$ cat src/rtl/csm_pkg.sv
package csm_pkg;
    typedef enum logic [1:0] {
        ST_IDLE   = 2'd0,
        ST_CYCLE  = 2'd1,
        ST_RETIRE = 2'd2
    } csm_state_e;
endpackage

$ cat src/rtl/csm_arbiter.sv
module csm_arbiter #(
    parameter int unsigned NUM_REQ = 4,
    localparam int unsigned IDX_W = (NUM_REQ > 1) ? $clog2(NUM_REQ) : 1
) (
    input  logic [NUM_REQ-1:0] req,
    output logic               any_req,
    output logic [IDX_W-1:0]   win_idx
);
    // lowest index wins; the processor sits at the top index
    always_comb begin
        any_req = |req;
        win_idx = '0;
        for (int i = NUM_REQ - 1; i >= 0; i--) begin
            if (req[i]) begin
                win_idx = IDX_W'(i);
            end
        end
    end
endmodule

$ cat src/rtl/csm_fsm.sv
module csm_fsm
    import csm_pkg::*;
(
    input  logic       clk,
    input  logic       rst_n,
    input  logic       any_req,
    input  logic       mem_ack,
    output logic       start,
    output logic       busy,
    output logic       retire,
    output csm_state_e state
);
    csm_state_e next;

    always_ff @(posedge clk) begin
        if (!rst_n) begin
            state <= ST_IDLE;
        end else begin
            state <= next;
        end
    end

    always_comb begin
        next = state;
        unique case (state)
            ST_IDLE:   if (any_req) next = ST_CYCLE;
            ST_CYCLE:  if (mem_ack) next = ST_RETIRE;
            ST_RETIRE: next = ST_IDLE;
            default:   next = ST_IDLE;
        endcase
    end

    always_comb begin
        start  = 1'b0;
        busy   = 1'b0;
        retire = 1'b0;
        unique case (state)
            ST_IDLE:   start  = any_req;
            ST_CYCLE:  busy   = 1'b1;
            ST_RETIRE: retire = 1'b1;
            default:   ;
        endcase
    end
endmodule

$ cat src/rtl/csm_return.sv
module csm_return #(
    parameter int unsigned NUM_REQ = 4,
    parameter int unsigned DATA_W  = 24,
    localparam int unsigned IDX_W = (NUM_REQ > 1) ? $clog2(NUM_REQ) : 1
) (
    input  logic                      clk,
    input  logic                      rst_n,
    input  logic                      capture,
    input  logic                      retire,
    input  logic [IDX_W-1:0]          owner,
    input  logic [DATA_W-1:0]         mem_rdata,
    output logic [NUM_REQ-1:0]        ack,
    output logic [NUM_REQ*DATA_W-1:0] rdata
);
    for (genvar g = 0; g < NUM_REQ; g++) begin : g_port
        logic mine;
        assign mine   = (owner == IDX_W'(g));
        assign ack[g] = retire & mine;

        always_ff @(posedge clk) begin
            if (!rst_n) begin
                rdata[g*DATA_W +: DATA_W] <= '0;
            end else if (capture && mine) begin
                rdata[g*DATA_W +: DATA_W] <= mem_rdata;
            end
        end
    end
endmodule

$ cat src/rtl/cyc_steal_mux.sv
module cyc_steal_mux
    import csm_pkg::*;
#(
    parameter int unsigned NUM_CHAN = 3,
    parameter int unsigned ADDR_W   = 15,
    parameter int unsigned DATA_W   = 24
) (
    input  logic                       clk,
    input  logic                       rst_n,
    input  logic                       cpu_req,
    input  logic                       cpu_we,
    input  logic [ADDR_W-1:0]          cpu_addr,
    input  logic [DATA_W-1:0]          cpu_wdata,
    output logic                       cpu_ack,
    output logic [DATA_W-1:0]          cpu_rdata,
    output logic                       cpu_stall,
    input  logic [NUM_CHAN-1:0]        chan_req,
    input  logic [NUM_CHAN-1:0]        chan_we,
    input  logic [NUM_CHAN*ADDR_W-1:0] chan_addr,
    input  logic [NUM_CHAN*DATA_W-1:0] chan_wdata,
    output logic [NUM_CHAN-1:0]        chan_ack,
    output logic [NUM_CHAN*DATA_W-1:0] chan_rdata,
    output logic                       mem_req,
    output logic                       mem_we,
    output logic [ADDR_W-1:0]          mem_addr,
    output logic [DATA_W-1:0]          mem_wdata,
    input  logic                       mem_ack,
    input  logic [DATA_W-1:0]          mem_rdata
);
    localparam int unsigned NUM_REQ = NUM_CHAN + 1;
    localparam int unsigned IDX_W   = $clog2(NUM_REQ);

    logic [NUM_REQ-1:0]        req_all;
    logic [NUM_REQ-1:0]        we_all;
    logic [ADDR_W-1:0]         addr_all  [NUM_REQ];
    logic [DATA_W-1:0]         wdata_all [NUM_REQ];
    logic                      any_req;
    logic [IDX_W-1:0]          win_idx;
    logic                      start;
    logic                      busy;
    logic                      retire;
    csm_state_e                state;
    logic [IDX_W-1:0]          owner_q;
    logic                      we_q;
    logic [ADDR_W-1:0]         addr_q;
    logic [DATA_W-1:0]         wdata_q;
    logic [NUM_REQ-1:0]        ack_all;
    logic [NUM_REQ*DATA_W-1:0] rdata_all;

    assign req_all = {cpu_req, chan_req};
    assign we_all  = {cpu_we, chan_we};

    for (genvar g = 0; g < NUM_CHAN; g++) begin : g_chan
        assign addr_all[g]  = chan_addr[g*ADDR_W +: ADDR_W];
        assign wdata_all[g] = chan_wdata[g*DATA_W +: DATA_W];
    end
    assign addr_all[NUM_CHAN]  = cpu_addr;
    assign wdata_all[NUM_CHAN] = cpu_wdata;

    csm_arbiter #(.NUM_REQ(NUM_REQ)) u_arb (
        .req     (req_all),
        .any_req (any_req),
        .win_idx (win_idx)
    );

    csm_fsm u_fsm (
        .clk     (clk),
        .rst_n   (rst_n),
        .any_req (any_req),
        .mem_ack (mem_ack),
        .start   (start),
        .busy    (busy),
        .retire  (retire),
        .state   (state)
    );

    always_ff @(posedge clk) begin
        if (!rst_n) begin
            owner_q <= '0;
            we_q    <= 1'b0;
            addr_q  <= '0;
            wdata_q <= '0;
        end else if (start) begin
            owner_q <= win_idx;
            we_q    <= we_all[win_idx];
            addr_q  <= addr_all[win_idx];
            wdata_q <= wdata_all[win_idx];
        end
    end

    assign mem_req   = busy;
    assign mem_we    = we_q;
    assign mem_addr  = addr_q;
    assign mem_wdata = wdata_q;

    csm_return #(.NUM_REQ(NUM_REQ), .DATA_W(DATA_W)) u_ret (
        .clk       (clk),
        .rst_n     (rst_n),
        .capture   (busy & mem_ack & ~we_q),
        .retire    (retire),
        .owner     (owner_q),
        .mem_rdata (mem_rdata),
        .ack       (ack_all),
        .rdata     (rdata_all)
    );

    assign chan_ack   = ack_all[NUM_CHAN-1:0];
    assign cpu_ack    = ack_all[NUM_CHAN];
    assign chan_rdata = rdata_all[NUM_CHAN*DATA_W-1:0];
    assign cpu_rdata  = rdata_all[NUM_REQ*DATA_W-1 -: DATA_W];
    assign cpu_stall  = cpu_req & ~cpu_ack;
endmodule

$ cat config.mk
export PLATFORM = sky130hd
export DESIGN_NAME = cyc_steal_mux
export DESIGN_NICKNAME = d
export VERILOG_FILES = /design/src/rtl/csm_pkg.sv /design/src/rtl/csm_arbiter.sv /design/src/rtl/csm_fsm.sv /design/src/rtl/csm_return.sv /design/src/rtl/cyc_steal_mux.sv
export SDC_FILE = /design/constraint.sdc
export NUM_CORES = 1
export LEC_CHECK = 0
export BUFFER_PORTS_ARGS = -buffer_cell sky130_fd_sc_hd__buf_4
export CORE_AREA = 2 2 127 129
export DETAILED_ROUTE_END_ITERATION = 12
export DIE_AREA = 0 0 129 131
export PLACE_DENSITY = 0.79
export SYNTH_ARGS = -nofsm -noshare
export SYNTH_HDL_FRONTEND = slang
export SYNTH_SLANG_ARGS = --single-unit
$ cat constraint.sdc
create_clock -name clk -period 2.88 [get_ports clk]
set_clock_uncertainty 0.05 [all_clocks]
set_input_delay 0.288 -clock clk [delete_from_list [all_inputs] [get_ports clk]]
set_output_delay 0.288 -clock clk [all_outputs]
set_load 0.05 [all_outputs]
### Word level (Yosys, flattened, before mapping)

Cells that the tools add are included.

* register bits: 140
* input bits: 191
* output and inout bits: 142
* word-level logic and storage cells: 54

* order comparisons: 2
* equality and inequality tests: 7
* mux-type cells: 18
* bitwise gates (word level): 10
* reduce and logical (&&, ||, !) cells: 8

Operators with widths (number)
* $bmux 24 s2: 1
* $mux 24: 2
* $bmux 15 s2: 1
* $mux 15: 2
* $mux 2: 6
* $and 1x1->1: 7
* $eq 2x2->1 const B: 3
* $eq 2x1->1 const B: 2
* $logic_and 1x1->1: 4
* $logic_not 2->1: 2
* $mux 1: 4
* $pmux 2 s2: 1
* $reduce_or 4->1: 1
* $ge 3x3->1 const B: 1
* $lt 2x3->1 const B: 1
* $not 2->3: 1
* $bmux 1 s2: 1
* $ne 2x1->1 const B: 1
* $ne 2x2->1 const B: 1
* $not 1->1: 2
* $reduce_and 2->1: 1

### Depth between registers and ports, before layout

* depth in word-level cells: 8
* depth in mapped cells: 7
* depth with buffers taken out: 5

### Hierarchy

A second synthesis with hierarchy kept.

* cell total of the unflattened synthesis: 602
* area, all modules: 6294.8 µm²

Modules (own cells, without submodules)
* csm_return: times used 1, cells an instance 347, area each 3573.4 µm², seq. area each 1921.8 µm²
* cyc_steal_mux: times used 1, cells an instance 238, area each 2587.5 µm², seq. area each 840.8 µm²
* csm_fsm: times used 1, cells an instance 10, area each 98.8 µm², seq. area each 40.0 µm²
* csm_arbiter: times used 1, cells an instance 7, area each 35.0 µm², seq. area each 0.0 µm²

### Worst setup path after synthesis

Ideal clock, no wire load.

* kind: register to output
* from: register u_fsm.state[1]
* to: output chan_ack[0]
* arrival time: 1841 ps
* data required time: 2542 ps
* setup slack: 701 ps
* stages on the path, launching flop included: 4
* path buffers: 1
* path through: dfxtp_1 -> buf_2 -> nor2b_1 -> nor3b_1

* word-level cells in the longest chain between the ends: 3

Ends and longest elaborated chain
* start, declared: RTL line csm_fsm.sv:11 `output csm_state_e state`
* start signal, assigned: RTL line csm_fsm.sv:19 `state <= next;`
* $eq 2x2->1: RTL line csm_fsm.sv:37 `unique case (state)`
* $mux 1: RTL line csm_fsm.sv:37
* $and 1x1->1: RTL line csm_return.sv:18 `assign ack[g] = retire & mine;`
* end, declared: RTL line cyc_steal_mux.sv:21 `output logic [NUM_CHAN-1:0] chan_ack,`

No other way between the ends.

### Final worst setup path

* from: register owner_q[1]
* to: register u_ret.rdata[51]

* word-level cells in the longest chain between the ends: 2

Ends and longest elaborated chain
* start, declared: RTL line cyc_steal_mux.sv:43 `logic [IDX_W-1:0] owner_q;`
* start signal, assigned: RTL line cyc_steal_mux.sv:84 `owner_q <= win_idx;`
* $eq 2x2->1: RTL line csm_return.sv:17 `assign mine = (owner == IDX_W'(g));`
* $logic_and 1x1->1: RTL line csm_return.sv:23 `end else if (capture && mine) begin`
* end signal, assigned by index: RTL line csm_return.sv:24 `rdata[g*DATA_W +: DATA_W] <= mem_rdata;`
* end, declared: RTL line csm_return.sv:13 `output logic [NUM_REQ*DATA_W-1:0] rdata`

No other way between the ends.
A chain may end at the register's enable or synchronous reset.

==> out/metrics.yaml <==
status:
  run_status: "complete, no violations"
floorplanning:
  dieArea_um2: 16900
  start_util: 0.394
  ios: 333
  fp-row-count: 46
  die_w_um: 129
  die_h_um: 131
  coreArea_um2: 15600
timing:
  fin_tns_setup_ps: 0
  max-slew-margin-rel: 0.263
  drv_slew: 0
  grt_setup_unrepaired: "no"
  fin_crit_sh: 0.712
  setup_viol: 0
  max_freq_mhz: 488
  hold_viol: 0
  whs_ps: 90.7
  period_needed_ps: 2050
  tightest_slew_ps: 1110
placed_design:
  routabilityCongestion: 0.760
  hpwlAfterDp_mm: 14.9
  io_buffers: 332
worst_setup_path:
  rr_endpoint: "u_ret.rdata[51]"
  cp-end-kind: "flop"
  critPathKind: "reg -> reg"
  required_ps: 3110
  rr_worst_depth: 4
  timing.rr.start: "owner_q[1]"
  cp-start-kind: "flop"
  r2r_slack_ps: 830
  arrival_ps: 2280
  cp_max_fo: 24
yosys:
  synth_common_cells: "215 x nand2_1, 140 x dfxtp_1, 79 x a21boi_0"
  yosys_warnings: 0
  synth_edf_count: 0
  synth-seq-cells: 140
  yosysSeqAreaShare: 0.456
  post-synth-top-area-cell: "dfxtp_1"
  synth_cell_types: 41
  synth_area_leaders: "dfxtp_1 46%, nand2_1 13%, a21boi_0 9.6%"
  synth_ff_type: "dfxtp_1"
  synth_top_cell_area_share: 0.456
  syn-num-nets: 877
  syn_inst: 686
  synth_most_common_cell: "nand2_1"
  syn_avg_cell_area_um2: 8.96
  syn-cell-area_um2: 6150
  synthArstFlopShare: 0
power:
  leakagePower_nw: 4.00
  power.density_nw_per_um2: 570
  ir_worst_vdd_mv: 0.394
clock_tree:
  cts_setup_buffers: 0
  clk_path_buf_depth: 2
  cts_tree: "built"
  cts-root-buf: "clkbuf_16"
  clk_pin_slew_ps: 60
  worstSkewPairLatency_ps: 410
  cts.sinks: 140
  numCtsBuffers: 17
  cts.htree.levels: 4
  postCtsHoldBufs: 0
  post_cts_resized: 0
drt:
  drtIter0Drc: 237
  via_per_inst: 5.03
  postRouteAntennaNets: 0
  drc: 0
  drt_first_pass_iters: 5
  wl_per_cell_um: 16.5
  wirelength_mm: 20.1
  vias: 6134
final_layout:
  fin_nets: 1183
  fillers: 1423
  n_antenna_cell: 0
  drive_gt1_frac: 0.399
  fin_util: 0.599
  syn_to_final_growth_pct: 52.0
global_routing:
  grt_max_degree: 54
  grt_pass1_vias: 5824
  grt_pass1_wl_mm: 30.2
  antenna_found_initial: 0
  grt.overflow.total: 0
  grt.total_usage: 0.232
hold_path:
  hp-class: "in -> reg"
  hold_end: "u_fsm.state[1]"
  min_from: "mem_ack"
  worstHoldPathCells: 2
flow_run:
  cap_violations: 0
[cell families after synthesis]
kind of cell,synth area share
buf+inv,0.0421
mux,0.106
flops,0.456
compound gates,0.195
simple gates,0.201
[state kept, by name, summed over array words and instances, names as in the netlist]
register     cells
mem_wdata       24
u_fsm.state      2
mem_addr        15
owner_q          2
u_ret.rdata     96
mem_we           1
[per-layer routing]
metal  GRT usage  vias to the layer above  share of wire
met4      0.0812                        0          0.022
li1            -                     2986              -
met2       0.418                      236           0.52
met5           0                        -              0
met3      0.0590                       31          0.063
met1       0.267                     2881           0.39
[report_power, final]
group	internal, mW	total, mW	leakage (nW)	switching, mW
sequential	2.03	2.08	1.14	0.0543
combinational	0.450	1.07	2.58	0.620
clock	1.29	2.17	0.283	0.881
total	3.77	5.32	4.00	1.55
[stage by stage]
stage | worst slack (ps) | power, mW | cell area, µm² | instances
global placement | 821 | 3.18 | 8750 | 1189
floorplan | 701 | 2.75 | 6150 | 686
detailed placement | 766 | 3.20 | 8750 | 1189
finish | 830 | 5.32 | 9340 | 1220
CTS | 760 | 5.37 | 9340 | 1220
global route | 554 | 5.53 | 9340 | 1220
[layout make-up]
class / count / area [µm²] / area share
clock buffer: 17 / 425 / 0.0455
clock inverter: 14 / 161 / 0.0173
inverter: 2 / 7.51 / 0.000804
multi-input combinational: 489 / 3110 / 0.332
sequential: 140 / 2800 / 0.300
tap: 216 / 270 / 0.0289
timing repair buffer: 342 / 2570 / 0.275
[worst max-delay path, cell delays in order, from the launching register on]
cell      delay [ps]
dfxtp_1          450
nand4b_1         300
nand2b_1         770
nand2_1          240
a21boi_0         110
[worst max-delay path by stage]
stage | start | to | cells after the start
after global routing | owner_q[1] | u_ret.rdata[66] | 4
after CTS | owner_q[1] | u_ret.rdata[63] | 4
after global placement | owner_q[1] | u_ret.rdata[66] | 4
after floorplan | u_fsm.state[1] | chan_ack[0] | 3
final | owner_q[1] | u_ret.rdata[51] | 4
after detailed placement | owner_q[1] | u_ret.rdata[63] | 4
[cells in the final DEF (no fill, tap or decap), types with 7 or more instances in the layout]
| cell | n |
|---|---|
| a21boi_0 | 79 |
| a21boi_1 | 17 |
| buf_4 | 342 |
| clkbuf_16 | 17 |
| dfxtp_1 | 140 |
| mux2i_1 | 19 |
| mux4_2 | 18 |
| nand2_1 | 215 |
| nand3_1 | 19 |
| nor2_1 | 7 |
| nor2b_1 | 27 |
| o21ai_0 | 19 |
| o221ai_1 | 19 |
| o22ai_1 | 19 |
Note: power is estimated with default switching activity, not from simulation.
